===== config.mk =====
export PLATFORM = sky130hd
export DESIGN_NAME = host_board_mailbox
export DESIGN_NICKNAME = d
export VERILOG_FILES = /design/src/rtl/mbox_pkg.sv /design/src/rtl/mbox_ctrl.sv /design/src/rtl/mbox_dpath.sv /design/src/rtl/host_board_mailbox.sv
export SDC_FILE = /design/constraint.sdc
export NUM_CORES = 1
export LEC_CHECK = 0
export BUFFER_PORTS_ARGS = -buffer_cell sky130_fd_sc_hd__buf_4
export CAP_MARGIN = 0
export CORE_MARGIN = 4
export CORE_UTILIZATION = 35
export DETAILED_ROUTE_END_ITERATION = 7
export SETUP_SLACK_MARGIN = 0.15
export SKIP_LAST_GASP = 1
export SLEW_MARGIN = 40
export SYNTH_ARGS = -nofsm -noshare
export SYNTH_HDL_FRONTEND = slang
export SYNTH_SLANG_ARGS = --single-unit

===== constraint.sdc =====
create_clock -name clk -period 3.8 [get_ports clk]
set_input_delay 0.19 -clock clk [delete_from_list [all_inputs] [get_ports clk]]
set_output_delay 0.19 -clock clk [all_outputs]
set_load 0.01 [all_outputs]

===== src/rtl/mbox_pkg.sv =====
package mbox_pkg;
  localparam int REG_W   = 16;
  localparam int PARAM_W = 2 * REG_W;
  localparam int OFFS_W  = 24;
  localparam int SEL_W   = 3;

  localparam logic [SEL_W-1:0] SEL_CMD  = 3'd0;
  localparam logic [SEL_W-1:0] SEL_OFFS = 3'd1;
  localparam logic [SEL_W-1:0] SEL_PARL = 3'd2;
  localparam logic [SEL_W-1:0] SEL_PARH = 3'd3;
  localparam logic [SEL_W-1:0] SEL_STAT = 3'd4;

  // command number field (group + index) kept by a reply
  localparam logic [REG_W-1:0] FIELD_MASK = 16'h7E00;

  typedef struct packed {
    logic wrCmd;
    logic wrOffs;
    logic wrParL;
    logic wrParH;
    logic raiseBoard;
    logic clearHost;
    logic loadReply;
    logic replyBad;
    logic autoMode;
  } mboxStrobes_t;
endpackage


===== src/rtl/mbox_ctrl.sv =====
module mbox_ctrl
  import mbox_pkg::*;
(
  input  logic             hostWrEn,
  input  logic [SEL_W-1:0] hostSel,
  input  logic             statBit0,
  input  logic             statBit8,
  input  logic [1:0]       cmdGroup,
  input  logic             replyValid,
  input  logic             replyFail,
  output mboxStrobes_t     strobes
);
  logic statusWr;
  logic ringReq;
  logic isSystem;

  always_comb begin
    statusWr = hostWrEn && (hostSel == SEL_STAT);
    ringReq  = statusWr && !statBit0;
    isSystem = (cmdGroup == 2'd0);

    strobes.wrCmd      = hostWrEn && (hostSel == SEL_CMD);
    strobes.wrOffs     = hostWrEn && (hostSel == SEL_OFFS);
    strobes.wrParL     = hostWrEn && (hostSel == SEL_PARL);
    strobes.wrParH     = hostWrEn && (hostSel == SEL_PARH);
    strobes.raiseBoard = ringReq && isSystem;
    strobes.clearHost  = statusWr && statBit8;
    // a board reply outranks the block's own refusal
    strobes.autoMode   = !replyValid;
    strobes.loadReply  = replyValid || (ringReq && !isSystem);
    strobes.replyBad   = replyValid ? replyFail : 1'b1;
  end
endmodule


===== src/rtl/mbox_dpath.sv =====
module mbox_dpath
  import mbox_pkg::*;
#(
  parameter logic [REG_W-1:0] REPLY_INC = 16'h0400,
  parameter logic [7:0]       FAIL_CODE = 8'hFF,
  parameter logic [7:0]       OK_CODE   = 8'h04
) (
  input  logic               clk,
  input  logic               rstN,
  input  mboxStrobes_t       strobes,
  input  logic [REG_W-1:0]   hostWrData,
  input  logic [SEL_W-1:0]   hostSel,
  input  logic               boardPresent,
  input  logic [REG_W-1:0]   replyOffsetLow,
  input  logic [PARAM_W-1:0] replyParam,
  output logic [REG_W-1:0]   hostRdData,
  output logic               boardIrq,
  output logic               hostIrq,
  output logic [1:0]         cmdGroup,
  output logic [3:0]         cmdIndex,
  output logic [OFFS_W-1:0]  cmdOffset,
  output logic [PARAM_W-1:0] cmdParam
);
  logic [REG_W-1:0]   cmdReg, offsReg, parLReg, parHReg;
  logic [REG_W-1:0]   replyWord;
  logic [REG_W-1:0]   nextOffs;
  logic [PARAM_W-1:0] nextParam;
  logic [REG_W-1:0]   statusWord;

  always_comb begin
    replyWord = ((cmdReg & FIELD_MASK) + REPLY_INC)
              | {8'h00, (strobes.replyBad ? FAIL_CODE : OK_CODE)};
    nextOffs  = strobes.autoMode ? '0 : replyOffsetLow;
    nextParam = strobes.autoMode ? '1 : replyParam;
  end

  always_ff @(posedge clk) begin
    if (!rstN) begin
      cmdReg  <= '0;
      offsReg <= '0;
      parLReg <= '0;
      parHReg <= '0;
    end else begin
      if (strobes.loadReply)   cmdReg <= replyWord;
      else if (strobes.wrCmd)  cmdReg <= hostWrData;
      if (strobes.loadReply)   offsReg <= nextOffs;
      else if (strobes.wrOffs) offsReg <= hostWrData;
      if (strobes.loadReply)   parLReg <= nextParam[REG_W-1:0];
      else if (strobes.wrParL) parLReg <= hostWrData;
      if (strobes.loadReply)   parHReg <= nextParam[PARAM_W-1:REG_W];
      else if (strobes.wrParH) parHReg <= hostWrData;
    end
  end

  always_ff @(posedge clk) begin
    if (!rstN) begin
      hostIrq  <= 1'b0;
      boardIrq <= 1'b0;
    end else begin
      if (strobes.loadReply)      hostIrq <= 1'b1;
      else if (strobes.clearHost) hostIrq <= 1'b0;
      if (strobes.raiseBoard)                           boardIrq <= 1'b1;
      else if (strobes.loadReply && !strobes.autoMode) boardIrq <= 1'b0;
    end
  end

  always_comb begin
    statusWord    = '1;
    statusWord[8] = ~hostIrq;
    statusWord[0] = ~boardIrq;
    case (hostSel)
      SEL_CMD:  hostRdData = boardPresent ? cmdReg : '1;
      SEL_OFFS: hostRdData = offsReg;
      SEL_PARL: hostRdData = parLReg;
      SEL_PARH: hostRdData = parHReg;
      SEL_STAT: hostRdData = statusWord;
      default:  hostRdData = '0;
    endcase
  end

  assign cmdGroup  = cmdReg[14:13];
  assign cmdIndex  = cmdReg[12:9];
  assign cmdOffset = {cmdReg[7:0], offsReg};
  assign cmdParam  = {parHReg, parLReg};
endmodule


===== src/rtl/host_board_mailbox.sv =====
module host_board_mailbox
  import mbox_pkg::*;
#(
  parameter logic [REG_W-1:0] REPLY_INC = 16'h0400,
  parameter logic [7:0]       FAIL_CODE = 8'hFF,
  parameter logic [7:0]       OK_CODE   = 8'h04
) (
  input  logic               clk,
  input  logic               rstN,
  input  logic               hostWrEn,
  input  logic [SEL_W-1:0]   hostSel,
  input  logic [REG_W-1:0]   hostWrData,
  output logic [REG_W-1:0]   hostRdData,
  input  logic               boardPresent,
  input  logic               replyValid,
  input  logic               replyFail,
  input  logic [REG_W-1:0]   replyOffsetLow,
  input  logic [PARAM_W-1:0] replyParam,
  output logic               boardIrq,
  output logic               hostIrq,
  output logic [1:0]         cmdGroup,
  output logic [3:0]         cmdIndex,
  output logic [OFFS_W-1:0]  cmdOffset,
  output logic [PARAM_W-1:0] cmdParam
);
  mboxStrobes_t strobes;

  mbox_ctrl u_ctrl (
    .hostWrEn   (hostWrEn),
    .hostSel    (hostSel),
    .statBit0   (hostWrData[0]),
    .statBit8   (hostWrData[8]),
    .cmdGroup   (cmdGroup),
    .replyValid (replyValid),
    .replyFail  (replyFail),
    .strobes    (strobes)
  );

  mbox_dpath #(
    .REPLY_INC (REPLY_INC),
    .FAIL_CODE (FAIL_CODE),
    .OK_CODE   (OK_CODE)
  ) u_dpath (
    .clk            (clk),
    .rstN           (rstN),
    .strobes        (strobes),
    .hostWrData     (hostWrData),
    .hostSel        (hostSel),
    .boardPresent   (boardPresent),
    .replyOffsetLow (replyOffsetLow),
    .replyParam     (replyParam),
    .hostRdData     (hostRdData),
    .boardIrq       (boardIrq),
    .hostIrq        (hostIrq),
    .cmdGroup       (cmdGroup),
    .cmdIndex       (cmdIndex),
    .cmdOffset      (cmdOffset),
    .cmdParam       (cmdParam)
  );
endmodule


==> results of run 1 <==
through the flow:
| stage | power [W] | worst slack, ns | instances | instance area (sq um) |
|---|---|---|---|---|
| after detailed placement | 0.00121 | 1.67 | 672 | 4770 |
| final | 0.00185 | 1.70 | 688 | 4980 |
| after global placement | 0.00120 | 1.61 | 672 | 4760 |
| after CTS | 0.00185 | 1.71 | 688 | 4980 |
| after global routing | 0.00192 | 1.51 | 688 | 4980 |
| after floorplan | 0.00100 | 2.29 | 436 | 3710 |
Yosys cell counts, drive strengths merged, types with 8 or more instances:
| master | n |
|---|---|
| mux2 | 16 |
| nand2 | 22 |
| nand3 | 29 |
| mux2i | 9 |
| o21a | 8 |
| o221a | 8 |
| dfxtp | 66 |
| buf | 31 |
| a2bb2oi | 8 |
| clkbuf | 24 |
| a22oi | 41 |
| nor2 | 40 |
| o22ai | 9 |
| o21ai | 25 |
| a31oi | 23 |
| a21oi | 16 |
cells by family after synthesis:
| family | synth area share (%) |
|---|---|
| AOI/OAI and AO/OA | 30.9 |
| xor gates and xnor gates | 0.236 |
| adders and majority gates | 0.337 |
| buffers and inverters | 8.50 |
| DFF | 35.6 |
| muxes | 8.10 |
| and+or+nand+nor | 16.3 |
path summary, 6_finish.rpt:
| path | slack, ns | cells after the start | startpoint | end |
|---|---|---|---|---|
| min reg2reg | 0.48 | 2 | u_dpath.cmdReg[9] | u_dpath.cmdReg[9] |
| max reg2reg | 1.70 | 5 | u_dpath.cmdReg[13] | u_dpath.cmdReg[10] |
| max | 1.70 | 5 | u_dpath.cmdReg[13] | u_dpath.cmdReg[10] |
| min | 0.09 | 3 | replyOffsetLow[11] | u_dpath.offsReg[11] |
sequential cells by signal, indices dropped and copies added (netlist names):
signal and cells:
u_dpath.cmdReg 16, u_dpath.offsReg 16, u_dpath.parHReg 16, u_dpath.parLReg 16, u_dpath.boardIrq 1, u_dpath.hostIrq 1
worst max-delay path: stages (launching register included):
cell and delay [ns]:
dfxtp_1 0.39, o21ba_2 0.29, a31oi_2 0.52, buf_4 0.37
o21ai_0 0.13, a221oi_1 0.28
final cells by class:
cell class	instances	area, sq um	area share [%]
tap	136	170	3.42
clock inverter	5	78.8	1.58
multi-input combinational	310	2100	42.1
inverter	5	18.8	0.377
clock buffer	11	131	2.64
timing repair buffer	155	1160	23.4
sequential	66	1320	26.5
power by group:
group / switching, W / internal (W)
Sequential: 0.0000448 / 0.000736
Combinational: 0.000210 / 0.000201
Clock: 0.000293 / 0.000369
metal layers:
layer  part of all wire (%)  wire length, um  global-route usage [%]
met5                      0                0                       0
met4                    1.7              252                    6.65
met3                    7.6             1120                    4.97
met2                     48             7090                    37.7
met1                     43             6280                    30.5
==> metrics.txt, run 1 <==
status=completed; layout cells sized above 1=35.9%; fin. max-slew vios=0; initial antenna violation count=0; kind of critical path=flip-flop to flip-flop; fillcell total=1024; crit path DAT=2.34 ns; Max-slew headroom=45.6%; Post-CTS Hold Fix Bufs=0; Seq/Total Area, Yosys=35.6%; IO Port Bufs=152; GRT Residual Overflow=0; Initial Util=35.9%; wire per inst=21.4 um; total track usage=23.0%; Leak=2.09 nW; VDD IR-drop max=0.145 mV; Final nets=621; Hold/Removal Path Class=input port to flip-flop; vias per cell=5.82; ys async rst share=0%; Most used DFF post-synth=dfxtp_1; Final Hold Slack=0.0886 ns; Routed Antenna Nets=0; chip width=111 um; P&R area growth vs syn=34.3%; number of flops mapped to enable cells by yosys=0; CP endpoint kind=flip-flop; Tmin final=2.10 ns; Worst-Skew Late Latency=0.35 ns; Synth Warn #=0; Yosys cell types=54; clock transition at the registers of the reported paths=0.08 ns; Worst Skew=0.0119 ns; fin crit share=55.3%; fin util=48.3%; CP required=4.04 ns; CTS tree=built; die area=12300 sq um; Mapped Nets=510; Synth Cell Area=3710 sq um; Post-Route WL=14700 um; Slew @ Worst Pin=0.813 ns; Post-route DRC=0; Gate Count Post-Synth=436; CP startpoint kind=flip-flop; fmax=476 MHz; Setup violations, final=0; first-pass GRT wire length=22600 um; Avg Cell Area, Syn=8.51 sq um; DRT Pass-1 Iters=5; register bit total from synthesis=66; Initial DRC Count=348; Final Hold Vio Count=0; DR vias=4004; CTS H-tree depth=3; Inserted Clock Buffers=9; Max Cap Viol=0; Setup TNS=0 ns; clock sinks=66; Power Density=372 nW/um^2; Die Y=111 um; RSZ-0062 raised after global routing=false; Clock Path Buffers=2; routability cong.=0.885; row cnt=37; CP Max Fanout=21; most frequent cells in the layout=155 x buf_4, 66 x dfxtp_1, 41 x a22oi_1, 39 x nor2_1, 28 x nand3_1; io pins=153; Post-CTS Setup Bufs=0; Inserted Diodes=0; vias in the first global route=3948; Synth area leaders=dfxtp_1 36%, a22oi_1 8.3%, nor2_1 4.0%, nand3_1 3.8%, a31oi_1 3.7%; CORE AREA=10300 sq um; Clock Tree Root=clkbuf_8; post-synth top area share=35.6%; HPWL Detailed=10500 um; largest net degree at the start of global routing=47; commonest non-fill, non-tap cell in the layout=buf_4; Resized cells post-CTS=0; largest area contributor in the netlist=dfxtp_1
Note: power is estimated with default switching activity, not from simulation.
==> inputs of run 2 (changes only) <==
- clock period: 3.8 -> 1.8 ns (I/O delays scaled with it)
==> run 2 against run 1 <==
Net effect:
- routed wire length up 2.9%
- power grew 110%
- sequential share of layout area decreased by 0.90 points
- register-to-register slack got worse by 1.4 ns
- critical path type is now flip-flop to output pin
- critical path depth is the same
- final area up 3.6%
- utilization is 1.7 points higher
- flip-flop and latch count unchanged
- global-route usage is 1.4 points higher
- setup slack got worse by 1.4 ns
- clock power up 92%
==> metrics.txt, run 2 (synthesis gave the netlist of run 1 again) <==
Inserted Diodes=0 (unchanged); clock sinks=66 (unchanged); fin crit share=86.2%; Final Hold Vio Count=0 (unchanged); Max Cap Viol=0 (unchanged); fin cells=712 (+3.5%); Clock Tree Root=clkbuf_8; clock network power share=33.3% (-2.4 points); clock transition at the registers of the reported paths=0.07 ns (about the same); largest net degree at the start of global routing=44 (-6.4%); kind of critical path=flip-flop to output pin; placed cells=695 (+3.4%); IO Port Bufs=152 (unchanged); Logic pwr share=23.6% (+1.4 points); Post-Route WL=15200 um (+2.9%); GRT Residual Overflow=0 (unchanged); DR vias=4103 (+2.5%); io pins=153 (unchanged); Max-slew headroom=51.4% (+5.8 points); wire per inst=21.3 um (-0.55%); Slew @ Worst Pin=0.726 ns (-0.0868 ns); P&R area growth vs syn=39.2%; Die Y=111 um (unchanged); Final nets=647 (+4.2%); Clock Path Buffers=2 (unchanged); first-pass GRT wire length=24100 um (+6.7%); Setup TNS=0 ns (unchanged); Setup violations, final=0 (unchanged); Initial Util=35.9% (unchanged); CP endpoint kind=output pin; Initial DRC Count=256 (-26%); Hold/Removal Path Class=input port to flip-flop; most frequent cells in the layout=178 x buf_4, 65 x dfxtp_1, 41 x a22oi_1, 40 x nor2_1, 28 x nand3_1; CTS H-tree depth=3 (unchanged); Reg power frac=43.1% (+1.0 points); CP startpoint kind=flip-flop; CORE AREA=10300 sq um (unchanged); Worst Skew=0.00542 ns (-0.00645 ns); status=completed; Worst-Skew Late Latency=0.34 ns (about the same); HPWL Detailed=11200 um (+6.9%); CTS tree=built; Net Switching=0.00112 W (+100%); Post-route DRC=0 (unchanged); RSZ-0062 raised after global routing=false; Power Density=742 nW/um^2 (+99%); Leak=2.21 nW (+5.9%); layout cells sized above 1=38.0% (+2.2 points); DRT Pass-1 Iters=4 (-1); vias per cell=5.76 (-0.98%); die area=12300 sq um (unchanged); CP Max Fanout=3 (-86%); commonest non-fill, non-tap cell in the layout=buf_4; chip width=111 um (unchanged); initial antenna violation count=0 (unchanged); switching part of the total=29.3% (-0.24 points); Total Power=0.00383 W (+110%); VDD IR-drop max=0.307 mV (+110%); Post-CTS Setup Bufs=0 (unchanged); vias in the first global route=4270 (+8.2%); fmax=644 MHz; fin. max-slew vios=0 (unchanged); Tmin final=1.55 ns; crit path DAT=1.46 ns (-0.88 ns); Inserted Clock Buffers=9 (unchanged); CP required=1.71 ns (-2.33 ns); routability cong.=0.871 (-1.6%); Routed Antenna Nets=0 (unchanged); row cnt=37 (unchanged); Pint=0.00271 W (+110%); total track usage=24.4% (+1.4 points)
[run 2: cell types whose count changed in the layout (fill, tap and decap cells not counted), sizes merged]
cell,previous run,this run
buf,155,178
dlygate4sd3,0,3
bufinv,2,1
clkinv,4,3
[run 2: routing by layer]
metal  wire [um]  global-route usage (%)  share of wire (%)
met1        6290                    30.9                 41
met5           0                       0                  0
met4         294                    6.90                1.9
met3        1040                    5.24                6.9
met2        7550                    41.8                 50
[run 2: path summary, 6_finish.rpt]
check | startpoint | to | slack (ns) | depth (start not counted)
setup / recovery | u_dpath.cmdReg[0] | hostRdData[0] | 0.25 | 5
hold / removal | replyOffsetLow[13] | u_dpath.offsReg[13] | 0.003 | 3
hold reg to reg | u_dpath.cmdReg[9] | u_dpath.cmdReg[9] | 0.48 | 2
setup reg to reg | u_dpath.cmdReg[13] | u_dpath.parHReg[0] | 0.34 | 5
[run 2: cell type report]
class	count	area [sq um]
Tap cell	136	170
Clock inverter	3	40.0
Clock buffer	11	151
Timing Repair Buffer	181	1370
Fill cell	1009	5160
Sequential cell	66	1320
Multi-Input combinational cell	310	2090
Inverter	5	18.8
[run 2: power by group through the flow]
stage               clock network (W)  registers (W)  logic (W)
floorplan                           0        0.00168   0.000432
global placement                    0        0.00168   0.000886
detailed placement                  0        0.00168   0.000898
CTS                           0.00129        0.00165   0.000906
global route                  0.00136        0.00166   0.000980
finish                        0.00127        0.00165   0.000905
[run 2: critical path, cell delays in order, from the launching register on]
cell,delay [ns]
dfxtp_2,0.36
nor2_1,0.05
a221oi_1,0.31
a21oi_1,0.08
o22ai_1,0.17
buf_4,0.15
[run 2: through the flow]
stage                     hold slack [ns]  setup WS (ns)  cell area [sq um]  utilization [%]
final                             0.00272          0.248               5160             50.0
after global routing              0.00230          0.182               5160             50.0
after CTS                        0.000321          0.209               5150             49.9
after detailed placement            0.350          0.241               4930             47.8
after global placement              0.343          0.282               4930             47.8
after floorplan                     0.223          0.385               3710                -
[run 2: repair_timing]
action,CTS,global route
setup endpoints to repair,0,15
hold buffers,3,0
hold endpoints to repair,3,0
gates resized for setup,0,2
